===== src/rtl/swi_pkg.sv =====
package swi_pkg;

  localparam int MODE_W = 5;
  localparam logic [MODE_W-1:0] MODE_SUPERVISOR = 5'b10011;

  typedef enum logic [1:0] {
    PH_IDLE   = 2'd0,
    PH_SWITCH = 2'd1,
    PH_COMMIT = 2'd2
  } swi_phase_e;

endpackage


===== src/rtl/swi_match.sv =====
module swi_match #(
  parameter int               IDX_W       = 12,
  parameter logic [IDX_W-1:0] MATCH_MASK  = '1,
  parameter logic [IDX_W-1:0] MATCH_VALUE = '1
) (
  input  logic [IDX_W-1:0] idx,
  output logic             hit
);

  localparam logic [IDX_W-1:0] MASKED_VALUE = MATCH_VALUE & MATCH_MASK;

  always_comb begin
    hit = ((idx & MATCH_MASK) == MASKED_VALUE);
  end

endmodule


===== src/rtl/swi_seq.sv =====
module swi_seq
  import swi_pkg::*;
(
  input  logic       clk,
  input  logic       rst,
  input  logic       trap_hit,
  output logic       accept,
  output swi_phase_e phase
);

  swi_phase_e phase_nxt;

  always_comb begin
    accept    = trap_hit && (phase == PH_IDLE);
    phase_nxt = phase;
    unique case (phase)
      PH_IDLE:   if (accept) phase_nxt = PH_SWITCH;
      PH_SWITCH: phase_nxt = PH_COMMIT;
      PH_COMMIT: phase_nxt = PH_IDLE;
      default:   phase_nxt = PH_IDLE;
    endcase
  end

  always_ff @(posedge clk) begin
    if (rst) phase <= PH_IDLE;
    else     phase <= phase_nxt;
  end

endmodule


===== src/rtl/swi_commit.sv =====
module swi_commit
  import swi_pkg::*;
#(
  parameter int PC_W        = 32,
  parameter int PSR_W       = 32,
  parameter int LINK_OFFSET = 4,
  parameter int VECTOR_ADDR = 8,
  parameter int IRQ_BIT     = 7,
  parameter int STATE_BIT   = 5
) (
  input  logic              clk,
  input  logic              rst,
  input  logic              accept,
  input  swi_phase_e        phase,
  input  logic              from_narrow,
  input  logic [PC_W-1:0]   pc_in,
  input  logic [PSR_W-1:0]  psr_in,
  output logic              mode_req,
  output logic [MODE_W-1:0] mode_code,
  output logic              lr_we,
  output logic [PC_W-1:0]   lr_value,
  output logic              psr_we,
  output logic [PSR_W-1:0]  psr_value,
  output logic              pc_we,
  output logic [PC_W-1:0]   pc_value,
  output logic              flush,
  output logic              done
);

  localparam logic [PC_W-1:0] LINK_SUB = PC_W'(LINK_OFFSET);
  localparam logic [PC_W-1:0] VECTOR   = PC_W'(VECTOR_ADDR);

  logic [PC_W-1:0]  cap_link;
  logic [PSR_W-1:0] cap_psr;
  logic [PSR_W-1:0] psr_entry;
  logic             commit_now;

  // Status word as it must read inside the handler.
  always_comb begin
    psr_entry                = psr_in;
    psr_entry[MODE_W-1:0]    = MODE_SUPERVISOR;
    psr_entry[IRQ_BIT]       = 1'b1;
    if (from_narrow) psr_entry[STATE_BIT] = 1'b0;
  end

  always_comb begin
    commit_now = (phase == PH_SWITCH);
  end

  // Capture at acceptance; the instruction stream may move on afterwards.
  always_ff @(posedge clk) begin
    if (rst) begin
      cap_link <= '0;
      cap_psr  <= '0;
    end else if (accept) begin
      cap_link <= pc_in - LINK_SUB;
      cap_psr  <= psr_entry;
    end
  end

  // Phase one: request the supervisor bank.
  always_ff @(posedge clk) begin
    if (rst) begin
      mode_req  <= 1'b0;
      mode_code <= '0;
    end else begin
      mode_req  <= accept;
      mode_code <= accept ? MODE_SUPERVISOR : '0;
    end
  end

  // Phase two: write into the now-active supervisor bank and redirect.
  always_ff @(posedge clk) begin
    if (rst) begin
      lr_we     <= 1'b0;
      psr_we    <= 1'b0;
      pc_we     <= 1'b0;
      flush     <= 1'b0;
      done      <= 1'b0;
      lr_value  <= '0;
      psr_value <= '0;
      pc_value  <= '0;
    end else begin
      lr_we  <= commit_now;
      psr_we <= commit_now;
      pc_we  <= commit_now;
      flush  <= commit_now;
      done   <= commit_now;
      if (commit_now) begin
        lr_value  <= cap_link;
        psr_value <= cap_psr;
        pc_value  <= VECTOR;
      end
    end
  end

endmodule


===== src/rtl/swi_entry_unit.sv =====
module swi_entry_unit
  import swi_pkg::*;
#(
  parameter int PC_W        = 32,
  parameter int PSR_W       = 32,
  parameter int WIDE_IDX_W  = 12,
  parameter int NARROW_IDX_W = 8,
  parameter int LINK_OFFSET = 4,
  parameter int VECTOR_ADDR = 8,
  parameter int IRQ_BIT     = 7,
  parameter int STATE_BIT   = 5
) (
  input  logic                    clk,
  input  logic                    rst,
  input  logic                    instr_valid,
  input  logic                    thumb_state,
  input  logic [WIDE_IDX_W-1:0]   idx_wide,
  input  logic [NARROW_IDX_W-1:0] idx_narrow,
  input  logic [PC_W-1:0]         pc_in,
  input  logic [PSR_W-1:0]        psr_in,
  output logic                    mode_req,
  output logic [MODE_W-1:0]       mode_code,
  output logic                    lr_we,
  output logic [PC_W-1:0]         lr_value,
  output logic                    psr_we,
  output logic [PSR_W-1:0]        psr_value,
  output logic                    pc_we,
  output logic [PC_W-1:0]         pc_value,
  output logic                    flush,
  output logic                    done
);

  // Wide set: top nibble all ones. Narrow set: one exact code, which beats
  // the conditional-branch group sharing its upper nibble.
  localparam logic [WIDE_IDX_W-1:0] WIDE_MASK =
    {4'hF, {(WIDE_IDX_W-4){1'b0}}};
  localparam logic [NARROW_IDX_W-1:0] NARROW_MASK = '1;
  localparam logic [NARROW_IDX_W-1:0] NARROW_CODE = NARROW_IDX_W'(8'hDF);

  logic       wide_hit;
  logic       narrow_hit;
  logic       trap_hit;
  logic       accept;
  swi_phase_e phase;

  swi_match #(
    .IDX_W      (WIDE_IDX_W),
    .MATCH_MASK (WIDE_MASK),
    .MATCH_VALUE(WIDE_MASK)
  ) u_wide_match (
    .idx(idx_wide),
    .hit(wide_hit)
  );

  swi_match #(
    .IDX_W      (NARROW_IDX_W),
    .MATCH_MASK (NARROW_MASK),
    .MATCH_VALUE(NARROW_CODE)
  ) u_narrow_match (
    .idx(idx_narrow),
    .hit(narrow_hit)
  );

  always_comb begin
    trap_hit = instr_valid && (thumb_state ? narrow_hit : wide_hit);
  end

  swi_seq u_seq (
    .clk     (clk),
    .rst     (rst),
    .trap_hit(trap_hit),
    .accept  (accept),
    .phase   (phase)
  );

  swi_commit #(
    .PC_W       (PC_W),
    .PSR_W      (PSR_W),
    .LINK_OFFSET(LINK_OFFSET),
    .VECTOR_ADDR(VECTOR_ADDR),
    .IRQ_BIT    (IRQ_BIT),
    .STATE_BIT  (STATE_BIT)
  ) u_commit (
    .clk        (clk),
    .rst        (rst),
    .accept     (accept),
    .phase      (phase),
    .from_narrow(thumb_state),
    .pc_in      (pc_in),
    .psr_in     (psr_in),
    .mode_req   (mode_req),
    .mode_code  (mode_code),
    .lr_we      (lr_we),
    .lr_value   (lr_value),
    .psr_we     (psr_we),
    .psr_value  (psr_value),
    .pc_we      (pc_we),
    .pc_value   (pc_value),
    .flush      (flush),
    .done       (done)
  );

endmodule


===== config.mk =====
export PLATFORM = sky130hd
export DESIGN_NAME = swi_entry_unit
export DESIGN_NICKNAME = d
export VERILOG_FILES = /design/src/rtl/swi_pkg.sv /design/src/rtl/swi_match.sv /design/src/rtl/swi_seq.sv /design/src/rtl/swi_commit.sv /design/src/rtl/swi_entry_unit.sv
export SDC_FILE = /design/constraint.sdc
export NUM_CORES = 1
export LEC_CHECK = 0
export ABC_AREA = 1
export BUFFER_PORTS_ARGS = -buffer_cell sky130_fd_sc_hd__buf_2
export CORE_MARGIN = 10
export CORE_UTILIZATION = 25
export DETAILED_ROUTE_END_ITERATION = 10
export PLACE_DENSITY = 0.47
export REMOVE_ABC_BUFFERS = 1
export SLEW_MARGIN = 25
export SYNTH_ARGS = -nofsm -noshare
export SYNTH_HDL_FRONTEND = slang
export SYNTH_SLANG_ARGS = --single-unit

===== constraint.sdc =====
create_clock -name clk -period 3.9 [get_ports clk]
set_input_delay 0.39 -clock clk [delete_from_list [all_inputs] [get_ports clk]]
set_output_delay 0.39 -clock clk [all_outputs]
set_load 0.01 [all_outputs]

==> results.txt, run 1 <==
----------------------------------------------------
[STA]
  Count of final max-slew check failures ... 0
  Setup skew after layout ... about 0.0095 ns
  Setup_tns ... 0 ns
  Post-Route Hold Slack ... between 0.15 and 0.2 ns
  Actual slew at the worst max-slew pin ... 0.913 ns
  Setup violation total in the final timing report ... 0
  Remaining max-slew budget at the tightest pin ... ~39%
  Fraction of the cycle the final worst path needs ... 49.0%
  Hold Vio Cnt, Final ... 0
  Unrepaired setup endpoints after global routing ... no
  Post-route minimum period ... roughly 1.9 ns
  Fmax ... roughly 520 MHz

[Final layout]
  Nets@finish ... between 900 and 1000
  Area growth, synth to finish ... 23.9%
  Final Cell Area ... 6850 um2
  Post-route insts no fill ... 1202
  Share of final-layout standard cells stronger than drive strength 1 ... approximately a fifth

[Floorplanning]
  Die Outline Area ... roughly 28000 um2
  Number of placed I/O pins ... between 150 and 200
  Die height ... around 170 um
  Overall die width ... approximately 170 um
  Starting utilization of the core area ... 25.3%
  Std-Cell Core Area ... approximately 22000 um2
  FP Rows ... 54

[Setup path]
  Category of the critical setup timing path ... reg -> reg
  FF-to-FF End ... u_commit.cap_link[28]$_SDFFE_PP0P_
  Type of element capturing the critical path ... register
  Crit path to ... u_commit.cap_link[28]$_SDFFE_PP0P_
  Crit path max-delay cell type ... nor2_8
  Maximum fanout encountered on the critical timing path ... 55
  Origin of the critical flop-to-flop path ... u_seq.phase[1]$_SDFFE_PP0P_
  Register-to-register setup slack ... about 2 ns
  Max stage delay on crit path ... approximately 0.63 ns
  Family of cells with the greatest summed delay on the critical path ... simple AND/OR/NAND/NOR gates
  Data arrival, critical path ... roughly 2.2 ns
  Critical path depth in cells ... 6
  Launching element type of the critical path ... register
  Crit path launch ... u_seq.phase[1]$_SDFFE_PP0P_
  Worst EP required ... between 4 and 5 ns
  CP bufs+invs ... 1
  Number of cells on the worst reg-to-reg path ... 6
  Worst-path cell chain ... nor3b_2 -> nand2_2 -> nor2_8 -> nand3_1 -> nand2_1 -> inv_1

[Power and ir drop]
  Clock share of power ... a little over 50%
  Reported leakage power ... about 3.5 nW
  Internal ... between 2 and 2.5 mW
  Net switching fraction of the power ... around 25%
  Sequential power share ... about two fifths
  Switching power summed over all nets ... roughly 0.83 mW
  Peak VDD IR ... 272 uV
  Proportion of power drawn by combinational gates ... about 8.7%
  Total power density per cell area ... about 480 nW/um2

[Clock network]
  Number of instances resized during post-cts repair ... 0
  Clock tree from TritonCTS ... yes
  Setup fix buffers added after clock tree synthesis ... 0
  Clock tree sinks ... approximately 120
  Cts-stage hold buffer count ... 0
  Clock insertion delay at the later pin of the skew report ... around 0.42 ns
  CTS Root Cell ... clkbuf_16
  Clk buf depth ... 2
  Count of H-tree levels built during CTS ... 4
  Clock buffers created by TritonCTS ... 17
  Clock-pin slew on the worst setup and hold paths ... ~0.060 ns

[Routing]
  Overall via count from detail_route ... between 5000 and 6000
  Detailed-routing iteration count for the pre-antenna-repair pass ... 4
  Routed wire length per instance ... approximately 14 um
  Remaining design rule violation count ... 0
  Via-to-Cell Ratio ... about 4.2
  Total Wirelength ... around 17 mm
  Iter 0 DRT Violations ... between 200 and 300
  Count of antenna-violating nets left after detailed routing ... 0

[Yosys]
  Flip-flop cell with the highest count after synthesis ... dfxtp_1
  Count of flip-flops with a built-in enable after synthesis ... 0
  Number of instances in the synthesized netlist ... roughly 790
  Share of async-settable or async-resettable flops after synthesis ... 0%
  Synth Area per Inst ... around 7.0 um2
  Post-synthesis sequential element count ... approximately 120
  Yosys warning count ... 0
  Cell types with the highest counts after synthesis ... 241 x nor2_1, 123 x dfxtp_1, 87 x nand2_1
  Sequential fraction of the synthesis area ... 44.5%
  Portion of synthesized cell area occupied by the leading cell type ... between 40% and 50%
  Most repeated cell in the gate-level netlist after synthesis ... nor2_1
  Biggest area consumer among synthesized cells ... dfxtp_1
  Post-synth design cell area ... roughly 5500 um2
  Cells taking the most area after synthesis ... dfxtp_1 45%, nor2_1 16%, o21ai_0 7.5%, buf_4 6.1%, nand2_1 5.9%
  Count of distinct cell types in the synthesized netlist ... 32

[Place]
  Routability-driven placement congestion ratio ... around 0.87
  Port buffer count ... 145
  Area of placed instances ... about 6200 um2
  Cells after DPL ... about 1200
  Post-detailed-placement half-perimeter wirelength ... 11.6 mm

[Outcome]
  Result of the run ... complete, no violations

[Global routing]
  Number of antenna violations at the first check in global routing ... 4
  Largest net degree at the start of global routing ... between 80 and 90
  Vias in the first global route ... 4972
  Global-route wire length before repair ... 27.0 mm
  Overflow left after global routing ... 0
  Overall global routing resource usage ... around an eighth

[Flow run]
  Max cap viols ... 0

[Hold path]
  Hold wc startpoint ... psr_in[16]
  Worst hold-check path type ... in -> reg

----------------------------------------------------
flip-flops by register name, summed over array words and instances (netlist names):
register,cells
u_commit.cap_psr,27
u_commit.cap_link,32
u_commit.pc_value,1
u_commit.flush,1
u_seq.phase,2
u_commit.lr_value,32
u_commit.mode_code,1
u_commit.psr_value,27
per-layer routing:
metal | track usage, % | up-vias | wire (um)
met5 | 0 | - | 27
met4 | 3.44 | 4 | 179
met3 | 5.33 | 17 | 1360
met2 | 18.9 | 140 | 7700
met1 | 14.2 | 2220 | 7830
li1 | - | 2633 | -
cells by family (layout without fill, tap and decap cells):
group	count (synthesis)	after routing	synth area share (%)
other	1	37	0.0678
buffers and inverters	143	244	13.8
XOR/XNOR	8	8	1.27
flip-flops	123	123	44.5
adder cells (fa/ha/maj)	1	1	0.226
AND/OR/NAND/NOR	370	370	27.2
AO/OA/AOI/OAI	139	139	12.9
area by class of cell:
cell class | instances | area [um2]
antenna | 2 | 5.00
multi-input combinational | 553 | 2430
timing repair buffer | 148 | 748
inverter | 64 | 243
clock buffer | 19 | 443
sequential | 123 | 2460
tap | 280 | 350
clock inverter | 13 | 168
fill | 2470 | 15000
per-stage QoR:
stage | worst slack (ns) | total power, mW | utilization [%]
global route | 1.82 | 3.43 | 31.4
CTS | 1.94 | 3.33 | 31.4
detailed placement | 1.72 | 1.65 | 28.6
floorplan | 1.33 | 1.52 | -
finish | 1.99 | 3.27 | 31.4
global placement | 1.72 | 1.65 | 28.6
how the worst min path moves through the flow:
stage / end / slack [ns] / cells after the start
2_1_floorplan: u_commit.lr_value[13]$_SDFFE_PP0P_ / 0.43 / 2
3_3_place_gp: u_commit.cap_psr[7]$_SDFFE_PP0P_ / 0.44 / 2
3_5_place_dp: u_commit.lr_value[21]$_SDFFE_PP0P_ / 0.44 / 2
4_1_cts: u_commit.cap_psr[16]$_SDFFE_PP0P_ / 0.17 / 3
5_1_grt: u_commit.cap_psr[16]$_SDFFE_PP0P_ / 0.17 / 3
6_report: u_commit.cap_psr[16]$_SDFFE_PP0P_ / 0.19 / 3
power groups by stage:
stage               Combinational (mW)  Sequential, mW  Clock [mW]
CTS                              0.290            1.34        1.70
global placement                 0.287            1.37           0
floorplan                        0.147            1.38           0
global route                     0.327            1.35        1.76
detailed placement               0.288            1.37           0
finish                           0.285            1.34        1.65
worst reg2reg max path: stages (launching register included):
cell and delay, ns:
dfxtp_1 0.34, nor3b_2 0.23, nand2_2 0.12, nor2_8 0.63
nand3_1 0.34, nand2_1 0.11, inv_1 0.04
placed cells by master, fill, tap and decap left out, drive strengths merged:
cell type  instances
o21ai            121
xnor2              4
ha                 1
clkinv             6
nor3               6
nand4              3
diode              2
buf              148
xor2               4
bufinv             3
clkbuf            19
o21bai             2
a21oi             15
clkinvlp           2
nand3             20
nand3b             2
nor3b              1
nand2             91
o21a               1
conb              35
nor2             246
or2                1
dfxtp            123
inv               66
No activity file was read; power rests on OpenSTA's default activity.
==> run 2: changes to the inputs <==
--- a/config.mk
+++ b/config.mk
@@ -10,7 +10,7 @@
 export CORE_MARGIN = 10
 export CORE_UTILIZATION = 25
 export DETAILED_ROUTE_END_ITERATION = 10
-export PLACE_DENSITY = 0.47
+export PLACE_DENSITY = 0.48
 export REMOVE_ABC_BUFFERS = 1
 export SLEW_MARGIN = 25
 export SYNTH_ARGS = -nofsm -noshare
==> constraint.sdc (replaced) <==
create_clock -name clk -period 1.75 [get_ports clk]
set_input_delay 0.175 -clock clk [delete_from_list [all_inputs] [get_ports clk]]
set_output_delay 0.175 -clock clk [all_outputs]
set_load 0.01 [all_outputs]
==> results.txt, run 2 (same netlist as run 1, synthesis figures left out) <==
----------------------------------------------------
[Clock network]
  CTS Root Cell ... clkbuf_16
  Count of H-tree levels built during CTS ... 4
  Number of instances resized during post-cts repair ... 0
  Clock insertion delay at the later pin of the skew report ... just over 0.4 ns
  Setup fix buffers added after clock tree synthesis ... 0
  Cts-stage hold buffer count ... 27
  Clock tree sinks ... around 120
  Clock tree from TritonCTS ... yes
  Clk buf depth ... 2
  Clock buffers created by TritonCTS ... 17
  Clock-pin slew on the worst setup and hold paths ... about 0.060 ns

[Final layout]
  Nets@finish ... 1035
  Final core utilization ... 33.0%
  Number of filler cells placed in the layout ... about 2400
  Commonest cells after routing, fill and taps aside ... 241 x nor2_1, 145 x buf_2, 123 x dfxtp_1
  Area growth, synth to finish ... 30.3%
  Leading cell type in the layout, fill and taps excluded ... nor2_1
  Largest registers ... u_commit.cap_link (32), u_commit.lr_value (32)
  Final Cell Area ... a little over 7000 um2
  Share of final-layout standard cells stronger than drive strength 1 ... 21.4%
  Diodes inserted ... 0

[Power and ir drop]
  Reported leakage power ... ~3.7 nW
  Total power density per cell area ... slightly above 1000 nW/um2
  Switching power summed over all nets ... approximately 1.7 mW
  Clock share of power ... 49.3%
  Net switching fraction of the power ... a little under a quarter
  Peak VDD IR ... just over 600 uV
  Internal ... ~5.6 mW
  Proportion of power drawn by combinational gates ... a little under a tenth
  Sequential power share ... ~40%

[STA]
  Fmax ... between 600 and 700 MHz
  Setup_tns ... 0 ns
  Post-Route Hold Slack ... roughly 0.027 ns
  Count of final max-slew check failures ... 0
  Fraction of the cycle the final worst path needs ... 89.2%
  Post-route minimum period ... roughly 1.6 ns
  Unrepaired setup endpoints after global routing ... no
  Setup violation total in the final timing report ... 0
  Hold Vio Cnt, Final ... 0
  Actual slew at the worst max-slew pin ... 0.974 ns
  Remaining max-slew budget at the tightest pin ... a little over a third
  Setup skew after layout ... slightly below 0.007 ns

[Global routing]
  Largest net degree at the start of global routing ... 73
  Overflow left after global routing ... 0
  Global-route wire length before repair ... around 28 mm
  Number of antenna violations at the first check in global routing ... 2
  Vias in the first global route ... 5174
  Overall global routing resource usage ... 12.1%

[Setup path]
  Launching element type of the critical path ... register
  Worst EP required ... 2.04 ns
  Register-to-register setup slack ... around 0.19 ns
  Maximum fanout encountered on the critical timing path ... 7
  FF-to-FF End ... u_commit.cap_link[14]$_SDFFE_PP0P_
  Type of element capturing the critical path ... register
  Origin of the critical flop-to-flop path ... u_seq.phase[1]$_SDFFE_PP0P_
  Number of cells on the worst reg-to-reg path ... 6
  Category of the critical setup timing path ... reg -> reg
  Data arrival, critical path ... 1.85 ns

[Hold path]
  Number of stages on the worst hold path ... 3
  Hold wc startpoint ... psr_in[5]
  Worst min-delay path endpoint ... u_commit.cap_psr[5]$_SDFFE_PP0P_
  Worst hold-check path type ... in -> reg

[Floorplanning]
  Number of placed I/O pins ... a little under 200
  FP Rows ... 54
  Starting utilization of the core area ... about 25%
  Overall die width ... roughly 170 um
  Die Outline Area ... 28500 um2
  Die height ... about 170 um
  Std-Cell Core Area ... between 20000 and 25000 um2

[Routing]
  Detailed-routing iteration count for the pre-antenna-repair pass ... 4
  Overall via count from detail_route ... 5128
  Iter 0 DRT Violations ... about 320
  Routed wire length per instance ... 13.9 um
  Count of antenna-violating nets left after detailed routing ... 0
  Via-to-Cell Ratio ... between 4 and 5
  Total Wirelength ... about 17 mm
  Remaining design rule violation count ... 0

[Place]
  Area of placed instances ... between 6000 and 7000 um2
  Post-detailed-placement half-perimeter wirelength ... approximately 12 mm
  Routability-driven placement congestion ratio ... ~0.91
  Port buffer count ... roughly 150

[Flow run]
  Max cap viols ... 0

[Outcome]
  Result of the run ... complete, no violations

----------------------------------------------------
[run 2: changes by cell type in the layout (fill, tap and decap cells not counted), sizes merged, moves of 2 or more]
cell / previous run / this run
diode: 2 / 0
clkbuf: 19 / 21
inv: 66 / 64
dlygate4sd3: 0 / 27
buf: 148 / 160
clkinv: 6 / 4
[run 2: metal layers]
metal	vias to the layer above	wire length [um]	track usage, %
li1	2706	-	-
met1	2254	7720	14.4
met2	148	7870	19.3
met3	16	1420	5.51
met4	4	126	2.91
met5	-	25	0
[run 2: layout make-up]
type | count | area [um2] | area share, %
inverter | 64 | 240 | 3.33
clock inverter | 8 | 118 | 1.63
clock buffer | 21 | 480 | 6.67
multi-input combinational | 553 | 2430 | 33.8
timing repair buffer | 187 | 1120 | 15.6
tap | 280 | 350 | 4.86
sequential | 123 | 2460 | 34.2
[run 2: how the worst max path moves through the flow]
stage	startpoint	end	slack (ns)	cells past startpoint
after floorplan	u_seq.phase[0]$_SDFFE_PP0P_	u_commit.lr_value[0]$_SDFFE_PP0P_	-0.70	5
after detailed placement	u_seq.phase[1]$_SDFFE_PP0P_	u_commit.cap_link[14]$_SDFFE_PP0P_	0.15	6
after CTS	u_seq.phase[1]$_SDFFE_PP0P_	u_commit.cap_link[14]$_SDFFE_PP0P_	0.13	6
final	u_seq.phase[1]$_SDFFE_PP0P_	u_commit.cap_link[14]$_SDFFE_PP0P_	0.19	6
after global routing	u_seq.phase[0]$_SDFFE_PP0P_	u_commit.lr_value[23]$_SDFFE_PP0P_	0.03	5
after global placement	u_seq.phase[1]$_SDFFE_PP0P_	u_commit.cap_link[14]$_SDFFE_PP0P_	0.14	6
[run 2: stage by stage]
| step | setup WS (ns) | instances | total power [mW] |
|---|---|---|---|
| floorplan | -0.696 | 740 | 3.40 |
| global placement | 0.143 | 1180 | 3.71 |
| detailed placement | 0.147 | 1180 | 3.71 |
| CTS | 0.127 | 1236 | 7.42 |
| global route | 0.0313 | 1236 | 7.66 |
| finish | 0.189 | 1236 | 7.28 |
[run 2: power by group through the flow]
stage	Combinational (mW)	Clock [mW]	Sequential (mW)
after floorplan	0.327	0	3.07
after global placement	0.661	0	3.05
after detailed placement	0.660	0	3.05
after CTS	0.711	3.72	2.99
after global routing	0.802	3.86	3.00
final	0.702	3.59	2.99
[run 2: critical path: stages, from the launching register on]
cell,delay [ns]
dfxtp_1,0.34
nor3b_2,0.23
o21a_1,0.20
nand2_2,0.12
buf_4,0.20
nor3_1,0.27
nor2_1,0.08
==> run 3: changes to the inputs <==
--- a/config.mk
+++ b/config.mk
@@ -7,6 +7,7 @@
 export LEC_CHECK = 0
 export ABC_AREA = 1
 export BUFFER_PORTS_ARGS = -buffer_cell sky130_fd_sc_hd__buf_2
+export CAP_MARGIN = 20
 export CORE_MARGIN = 10
 export CORE_UTILIZATION = 25
 export DETAILED_ROUTE_END_ITERATION = 10
==> constraint.sdc (replaced) <==
create_clock -name clk -period 1.75 [get_ports clk]
set_input_delay 0 -clock clk [delete_from_list [all_inputs] [get_ports clk]]
set_output_delay 0 -clock clk [all_outputs]
set_load 0.01 [all_outputs]
==> results.txt, run 3 (same netlist as run 1, synthesis figures left out) <==
----------------------------------------------------
[Outcome]
  Result of the run ... complete, no violations

[Global routing]
  Met3 track utilization from global routing ... 3.89%
  Number of antenna violations at the first check in global routing ... 0
  Global-route met2 utilization ... between 10% and 20%
  Overflow left after global routing ... 0
  Global-route wire length before repair ... 27.4 mm
  Most used routing layer in global routing ... met2
  Largest net degree at the start of global routing ... 73
  Overall global routing resource usage ... between 10% and 20%
  Vias in the first global route ... between 5000 and 6000
  Met1 track utilization from global routing ... between 10% and 20%

[Place]
  Routability-driven placement congestion ratio ... a little under 0.9
  Worst setup slack before clock tree synthesis ... 0.177 ns
  Post-detailed-placement half-perimeter wirelength ... around 12 mm
  Port buffer count ... around 150

[Floorplanning]
  Die height ... 169 um
  Number of placed I/O pins ... approximately 200
  FP Rows ... 54
  Std-Cell Core Area ... roughly 22000 um2
  Starting utilization of the core area ... between 20% and 30%
  Overall die width ... 169 um
  Die Outline Area ... around 28000 um2

[Final layout]
  Largest registers ... u_commit.cap_link (32), u_commit.lr_value (32)
  Share of final-layout standard cells stronger than drive strength 1 ... about a fifth
  Leading cell type in the layout, fill and taps excluded ... nor2_1
  Final core utilization ... 34.2%
  Diodes inserted ... 0
  Nets@finish ... ~1100
  Commonest cells after routing, fill and taps aside ... 241 x nor2_1, 145 x buf_2, 123 x dfxtp_1
  Area growth, synth to finish ... 35.0%

[Setup path]
  Data arrival, critical path ... about 1.9 ns
  Category of the critical setup timing path ... in -> reg
  Type of element capturing the critical path ... register
  Worst EP required ... ~2 ns
  Launching element type of the critical path ... primary input
  Maximum fanout encountered on the critical timing path ... 6

[STA]
  Count of final max-slew check failures ... 0
  Unrepaired setup endpoints after global routing ... no
  Fraction of the cycle the final worst path needs ... about 93%
  Setup violation total in the final timing report ... 0
  Setup skew after layout ... between 0.006 and 0.007 ns
  Post-route minimum period ... ~1.6 ns
  Crit path setup slack, layout ... between 0.1 and 0.15 ns
  Remaining max-slew budget at the tightest pin ... around 54%
  Actual slew at the worst max-slew pin ... 0.695 ns
  Fmax ... 616 MHz
  Post-Route Hold Slack ... approximately 0.012 ns
  Hold Vio Cnt, Final ... 0

[Routing]
  Overall via count from detail_route ... approximately 5200
  Total Wirelength ... ~17 mm
  Remaining design rule violation count ... 0
  Count of antenna-violating nets left after detailed routing ... 0
  Via-to-Cell Ratio ... approximately 4.2
  Iter 0 DRT Violations ... 299
  Detailed-routing iteration count for the pre-antenna-repair pass ... 5
  Routed wire length per instance ... between 10 and 15 um

[Clock network]
  Clock buffers created by TritonCTS ... 17
  CTS Root Cell ... clkbuf_16
  Count of H-tree levels built during CTS ... 4
  Clock-pin slew on the worst setup and hold paths ... 0.06 ns
  Clock insertion delay at the later pin of the skew report ... 0.41 ns
  Clock tree sinks ... between 100 and 150
  Clock tree from TritonCTS ... yes
  Clk buf depth ... 2

[Hold path]
  Worst hold-check path type ... in -> reg

[Power and ir drop]
  Peak VDD IR ... between 400 and 500 uV
  Reported leakage power ... 3.76 nW
  Total power density per cell area ... just under 1000 nW/um2

[Flow run]
  Max cap viols ... 0

----------------------------------------------------
-- run 3: final cells by class --
cell class	count	area, um2
multi-input combinational	553	2430
timing repair buffer	210	1370
tap	280	350
inverter	64	243
fill	2380	14400
sequential	123	2460
clock buffer	22	484
clock inverter	7	115
-- run 3: per-stage QoR --
stage               total power [mW]  setup TNS [ns]  std cells  area (um2)
floorplan                       3.40          -40.86        740        5130
global placement                3.70               0       1176        6320
detailed placement              3.71               0       1176        6320
CTS                             7.47               0       1259        7460
global route                    7.71               0       1259        7460
finish                          7.35               0       1259        7460
-- run 3: worst paths after layout --
kind | start | endpoint | slack [ns] | cells past startpoint
worst max register to register | u_seq.phase[1]$_SDFFE_PP0P_ | u_commit.cap_psr[27]$_SDFFE_PP0P_ | 0.20 | 6
worst min register to register | u_commit.cap_link[20]$_SDFFE_PP0P_ | u_commit.lr_value[20]$_SDFFE_PP0P_ | 0.45 | 2
worst max-delay path | pc_in[2] | u_commit.cap_link[22]$_SDFFE_PP0P_ | 0.13 | 11
worst min-delay path | pc_in[28] | u_commit.cap_link[28]$_SDFFE_PP0P_ | 0.01 | 5
-- run 3: per-layer routing --
layer / vias up / routed length, um
met5: - / 0
met4: 0 / 153
met3: 14 / 1170
met2: 156 / 7990
met1: 2325 / 7910
li1: 2748 / -
-- run 3: report_power, final --
| group | switching [mW] | leakage [nW] | internal [mW] |
|---|---|---|---|
| Sequential | 0.0540 | 1.00 | 2.93 |
| Combinational | 0.438 | 2.47 | 0.314 |
| Clock | 1.25 | 0.290 | 2.36 |
-- run 3: what timing repair did --
action	4_1_cts	5_1_grt
hold endpoints to repair	56	0
buffers inserted	0	0
gates resized for setup	0	1
hold buffers	54	0
setup endpoints to repair	0	47
-- run 3: critical path, stage by stage --
cell and delay (ns):
dlygate4sd3_1 0.53, buf_2 0.12, inv_1 0.11, ha_1 0.24, nand2_1 0.17, nor2_4 0.24
nand2_1 0.12, o21ai_0 0.16, nand3_1 0.12, nand2_1 0.09, inv_1 0.03
